==> src/rtl/useq_pkg.sv <==
package useq_pkg;
  parameter int unsigned STATE_W    = 7;
  parameter int unsigned DATA_W     = 8;
  parameter int unsigned FLAG_W     = 4;
  parameter int unsigned NUM_STATES = 118;
  parameter int unsigned NUM_VALID  = 151;
  parameter int unsigned CHAIN_LEN  = 4;
  parameter int unsigned NUM_CHAINS = 28;

  localparam int unsigned CTRL_W  = 2 * DATA_W;
  localparam int unsigned FSEL_W  = $clog2(FLAG_W);
  localparam logic [DATA_W-1:0] OP_MIX = 8'h5A;

  localparam logic [STATE_W-1:0] ST_BASE   = 7'd0;
  localparam logic [STATE_W-1:0] ST_NOP    = 7'd1;
  localparam logic [STATE_W-1:0] ST_BRTEST = 7'd2;
  localparam logic [STATE_W-1:0] ST_BRTAKE = 7'd3;
  localparam logic [STATE_W-1:0] ST_BRDONE = 7'd4;
  localparam int unsigned        ST_CHAIN  = 5;
  localparam logic [DATA_W-1:4]  BR_GROUP  = 4'h1;

  typedef enum logic [1:0] {
    SEQ_NEXT     = 2'd0,
    SEQ_BASE     = 2'd1,
    SEQ_DISPATCH = 2'd2,
    SEQ_BRANCH   = 2'd3
  } seq_mode_e;

  typedef struct packed {
    logic                sel_op;
    seq_mode_e           mode;
    logic [STATE_W-1:0]  nxt;
    logic [CTRL_W-1:0]   ctrl;
  } state_word_t;

  function automatic logic [CTRL_W-1:0] own_ctrl(input int unsigned s);
    logic [STATE_W-1:0] v;
    v = STATE_W'(s);
    return {v, 2'b01, ~v};
  endfunction

  function automatic state_word_t build_word(input int unsigned s);
    state_word_t w;
    int unsigned k;
    w.sel_op = 1'b0;
    w.mode   = SEQ_BASE;
    w.nxt    = ST_BASE;
    w.ctrl   = own_ctrl(s);
    k        = 0;
    if (s == 0) begin
      w.mode = SEQ_DISPATCH;
    end else if (s == 2) begin
      w.mode = SEQ_BRANCH;
      w.nxt  = ST_BRTAKE;
    end else if (s == 3) begin
      w.sel_op = 1'b1;
      w.mode   = SEQ_NEXT;
      w.nxt    = ST_BRDONE;
    end else if (s == 4) begin
      w.sel_op = 1'b1;
    end else if (s >= ST_CHAIN && s < NUM_STATES) begin
      k        = s - ST_CHAIN;
      w.sel_op = (k % 2) == 1;
      if ((k % CHAIN_LEN) != CHAIN_LEN - 1 && s != NUM_STATES - 1) begin
        w.mode = SEQ_NEXT;
        w.nxt  = STATE_W'(s + 1);
      end
    end
    return w;
  endfunction
endpackage

==> src/rtl/useq_state_rom.sv <==
module useq_state_rom
  import useq_pkg::*;
(
  input  logic [STATE_W-1:0] addr_i,
  output state_word_t        word_o
);
  state_word_t rom [NUM_STATES];

  for (genvar g = 0; g < NUM_STATES; g++) begin : g_word
    assign rom[g] = build_word(g);
  end

  assign word_o = (int'(addr_i) < NUM_STATES) ? rom[addr_i] : build_word(NUM_STATES);
endmodule

==> src/rtl/useq_opcode_rom.sv <==
module useq_opcode_rom
  import useq_pkg::*;
(
  input  logic [DATA_W-1:0]  opcode_i,
  output logic [STATE_W-1:0] entry_o,
  output logic [CTRL_W-1:0]  ctrl_o
);
  int unsigned op_int;
  int unsigned chain_base;
  int unsigned chain_off;

  always_comb begin
    op_int     = int'(opcode_i);
    chain_base = ST_CHAIN + CHAIN_LEN * (op_int % NUM_CHAINS);
    chain_off  = (op_int / NUM_CHAINS) % CHAIN_LEN;
    if (opcode_i[DATA_W-1:4] == BR_GROUP && !opcode_i[3])
      entry_o = ST_BRTEST;
    else if (op_int >= NUM_VALID)
      entry_o = ST_NOP;
    else
      entry_o = STATE_W'(chain_base + chain_off);
  end

  assign ctrl_o = {opcode_i, opcode_i ^ OP_MIX};
endmodule

==> src/rtl/useq_branch_eval.sv <==
module useq_branch_eval
  import useq_pkg::*;
(
  input  logic [FLAG_W-1:0] flags_i,
  input  logic [FSEL_W-1:0] flag_sel_i,
  input  logic              polarity_i,
  output logic              taken_o
);
  assign taken_o = (flags_i[flag_sel_i] == polarity_i);
endmodule

==> src/rtl/useq_top.sv <==
module useq_top
  import useq_pkg::*;
(
  input  logic              clk_i,
  input  logic              rst_ni,
  input  logic [7:0]        mem_data_i,
  input  logic [3:0]        flags_i,
  output logic [15:0]       ctrl_o,
  output logic [6:0]        state_o
);
  logic [STATE_W-1:0] state_q, state_d;
  logic [DATA_W-1:0]  opcode_q;
  logic [DATA_W-1:0]  rom_addr;
  logic [STATE_W-1:0] op_entry;
  logic [CTRL_W-1:0]  op_ctrl;
  logic               br_taken;
  logic               in_base;
  state_word_t        word;

  assign in_base  = (state_q == ST_BASE);
  // base cycle decodes the live byte; later cycles decode the held opcode
  assign rom_addr = in_base ? mem_data_i : opcode_q;

  useq_state_rom u_state_rom (
    .addr_i (state_q),
    .word_o (word)
  );

  useq_opcode_rom u_opcode_rom (
    .opcode_i (rom_addr),
    .entry_o  (op_entry),
    .ctrl_o   (op_ctrl)
  );

  useq_branch_eval u_branch_eval (
    .flags_i    (flags_i),
    .flag_sel_i (opcode_q[FSEL_W-1:0]),
    .polarity_i (opcode_q[2]),
    .taken_o    (br_taken)
  );

  always_comb begin
    unique case (word.mode)
      SEQ_NEXT:     state_d = word.nxt;
      SEQ_BASE:     state_d = ST_BASE;
      SEQ_DISPATCH: state_d = op_entry;
      SEQ_BRANCH:   state_d = br_taken ? word.nxt : ST_BASE;
      default:      state_d = ST_BASE;
    endcase
  end

  always_ff @(posedge clk_i or negedge rst_ni) begin
    if (!rst_ni) begin
      state_q  <= ST_BASE;
      opcode_q <= '0;
    end else begin
      state_q <= state_d;
      if (in_base) opcode_q <= mem_data_i;
    end
  end

  assign ctrl_o  = word.sel_op ? op_ctrl : word.ctrl;
  assign state_o = state_q;

  assert_opcode_hold_R3: assert property (@(posedge clk_i) disable iff (!rst_ni)
    (state_q != ST_BASE) |=> $stable(opcode_q));

  assert_dispatch_leaves_base_R2: assert property (@(posedge clk_i) disable iff (!rst_ni)
    (state_q == ST_BASE) |=> (state_q != ST_BASE));

  assert_nop_one_cycle_R7: assert property (@(posedge clk_i) disable iff (!rst_ni)
    (state_q == ST_NOP) |=> (state_q == ST_BASE));

  assert_branch_exit_R5: assert property (@(posedge clk_i) disable iff (!rst_ni)
    (state_q == ST_BRTEST) |=> (state_q == ST_BASE || state_q == ST_BRTAKE));

  assert_taken_path_R5: assert property (@(posedge clk_i) disable iff (!rst_ni)
    (state_q == ST_BRTAKE) |=> (state_q == ST_BRDONE));

  assert_state_range_R8: assert property (@(posedge clk_i) disable iff (!rst_ni)
    int'(state_q) < NUM_STATES);
endmodule

==> config.mk <==
export PLATFORM = sky130hd
export DESIGN_NAME = useq_top
export DESIGN_NICKNAME = d
export VERILOG_FILES = /design/src/rtl/useq_pkg.sv /design/src/rtl/useq_state_rom.sv /design/src/rtl/useq_opcode_rom.sv /design/src/rtl/useq_branch_eval.sv /design/src/rtl/useq_top.sv
export SDC_FILE = /design/constraint.sdc
export NUM_CORES = 1
export LEC_CHECK = 0
export CAP_MARGIN = 20
export CORE_ASPECT_RATIO = 1.1
export CORE_UTILIZATION = 50
export CTS_BUF_LIST = sky130_fd_sc_hd__clkbuf_8
export CTS_CLUSTER_DIAMETER = 80
export CTS_CLUSTER_SIZE = 14
export DETAILED_ROUTE_END_ITERATION = 10
export GPL_ROUTABILITY_DRIVEN = 1
export MAX_ROUTING_LAYER = met4
export PLACE_DENSITY_LB_ADDON = 0.3
export REMOVE_ABC_BUFFERS = 1
export SLEW_MARGIN = 10
export SYNTH_ARGS = -nofsm -noshare
export SYNTH_HDL_FRONTEND = slang
export SYNTH_SLANG_ARGS = --single-unit
export TNS_END_PERCENT = 30
==> constraint.sdc <==
create_clock -name clk_i -period 4.3 [get_ports clk_i]
set_input_delay 0.43 -clock clk_i [delete_from_list [all_inputs] [get_ports clk_i]]
set_output_delay 0.43 -clock clk_i [all_outputs]
set_load 0.1 [all_outputs]
==> metrics <==
Slew headroom=a little over a third; Cell Rows=23; first-pass GRT wire length=roughly 9500 um; synthesis-stage register bit count=15; Ports=37; global routing usage on met2=about 45%; GRT Overall Usage=between 20% and 30%; crit path kind=register to register; FMAX=239 MHz; Yosys cell types=74; CP arrival=roughly 4400 ps; Starting Density=between 50% and 60%; Worst Setup EP=state_o[6]; commonest cells after routing, fill and taps aside=buf_4, a21oi_1, nand2_1, clkdlybuf4s50_1, nor2_1; dpl cell area=~2500 um2; Die X=62.6 um; number of synthesized flops with an enable pin=0; placed insts=approximately 350; CTS max path bufs=2; Clock Sinks=15; post-synth top area share=18.6%; Yosys top cell by area=dfrtp_1; largest net degree at the start of global routing=19; Most used DFF post-synth=dfrtp_1; Area contributors post-synth=dfrtp_1, a21oi_1, mux2i_1; dpl hpwl=4450 um; reg-to-reg setup timing slack=~120 ps; Clock transition at path regs=~70 ps; post-synthesis sequential area ratio=a little under a fifth; crit-path cells=nor4_4, and3_4, nand2_1, o21ai_2, ha_1, and2b_1, mux2i_1, a211oi_2, a21o_1, o31ai_4, xnor2_2, ha_2, a21o_4, ha_4, o21a_1, nand3_2, mux2_4, o221a_1, o22ai_1; critical path capture point type=register; die span in y=approximately 69 um; Max stage delay on crit path=410 ps; Synth async-reset ratio=100%; Post-Syn Area=2020 um2; commonest non-fill, non-tap cell in the layout=buf_4; fin crit share=97.2%; reg2reg end=state_o[6]; number of setup violations in the final report=0; Routed Antenna Nets=0; Num CTS Buffers=3; number of vias per cell=about 6.1; Reg2Reg Launch Point=state_o[2]; CP required=about 4500 ps; max cap viols=0; Final #Nets=328; clock network latency to the later pin of the worst-skew pair=250 ps; wire per inst=16.3 um; total number of vias=roughly 2200; startpoint class of the critical path=register; drt pass-1 iters=5; Max Slew Vio Count=0; share of cells above drive strength 1=between 20% and 30%; Syn. warnings=0; Post-Layout Cell Count=about 360; initial antenna violation count=0; CP Launch Point=state_o[2]; ant diodes=0; initial DRC count=~210; Avg Inst Size Synth=between 8 and 9 um2; Cells after Synth=250; Worst Tran Pin Value=approximately 970 ps; sequential cell area=around 380 um2; outcome=complete, no violations; Post-Layout Inst Area=roughly 2600 um2; Area growth syn-to-layout=29.1%; Crit-path slowest cell=dfrtp_1; Final Wtd Congestion=a little over 0.9; met3 Track Usage GR=about 4.9%; Port Buffers=36; Multi-input gate area=1500 um2; RSZ-0062 raised after global routing=true; TritonCTS clock tree=yes; post-layout util=approximately 70%; number of remaining DRC errors=0; number of global-route vias before repair=between 1500 and 2000; core area=3740 um2; clock skew=between 9 and 10 ps; clock root buffer=clkbuf_8; H-tree levels=1; final WL=5820 um; residual overflow from global routing=0; die area=about 4300 um2; fillers=318; Worst Hold Class=primary input to async pin; met1 Use GR=slightly below 40%; Worst R2R Path Depth=19; GR peak layer=met2; Final Hold Vio Count=0; Min Clock Period, post-route=between 4000 and 5000 ps; Crit Path Max Fanout=5
critical path: cells and delay by family (launching register included):
kind	cells	cell delay (ps)
compound gates	8	1420
simple gates	5	980
fa+ha+maj	3	630
mux	2	530
flops	1	410
xor+xnor	1	120
metrics by stage:
stage	worst slack, ps	hold slack, ps	TNS (ps)
finish	120	605	0
floorplan	-1160	134	-8090
global placement	74.0	698	0
CTS	10.5	635	0
detailed placement	-69.7	703	-69.7
global route	-92.0	664	-113
worst min path at each step:
| stage | start | to | slack (ps) | cells past startpoint |
|---|---|---|---|---|
| finish | rst_ni | state_o[1] | 600 | 1 |
| detailed placement | state_o[0] | state_o[0] | 700 | 4 |
| global route | rst_ni | state_o[1] | 660 | 1 |
| floorplan | rst_ni | opcode_q[0] | 130 | 0 |
| CTS | rst_ni | state_o[1] | 640 | 1 |
| global placement | opcode_q[6] | opcode_q[6] | 700 | 3 |
cells in the mapped netlist, drive strengths merged (4+ instances only):
library cell	instances
xnor2	7
o21ai	18
a21o	7
nor3	7
o22ai	5
dfrtp	15
inv	13
a21oi	28
a31oi	4
clkbuf	9
nand3	11
mux2i	12
o21a	4
and3	4
nand2	22
nand2b	4
nor2	17
or3	4
buf	9
ha	6
per-layer routing:
layer	vias up	share of wire (%)
li1	1045	-
met1	1001	46
met2	114	44
met3	16	8.2
met4	0	2.3
met5	-	0
area by class of cell:
class | instances | area share (%)
timing repair buffer | 71 | 22.3
clock inverter | 1 | 0.192
sequential | 15 | 14.4
multi-input combinational | 204 | 57.3
tap | 50 | 2.40
clock buffer | 3 | 1.58
inverter | 13 | 1.87
repair_timing:
item | in CTS | in global routing
pin swaps | 0 | 12
setup endpoints to repair | 1 | 3
buffers inserted | 0 | 4
gates resized for setup | 2 | 9
hold buffers | 0 | 0
sequential cells by signal (all words and copies together) (netlist names):
signal / flops
opcode_q: 8
state_o: 7
cells by family after synthesis:
kind of cell / Yosys count / synth area share (%)
muxes: 14 / 8.23
AOI/OAI and AO/OA: 95 / 34.6
and+or+nand+nor: 82 / 21.8
xor gates and xnor gates: 7 / 3.77
adders and majority gates: 6 / 3.71
DFF: 15 / 18.6
buffers and inverters: 31 / 9.34
Power is left out: the tool's default activity adds up to more than one toggle a clock period on the data nets, which glitch-free logic cannot reach.
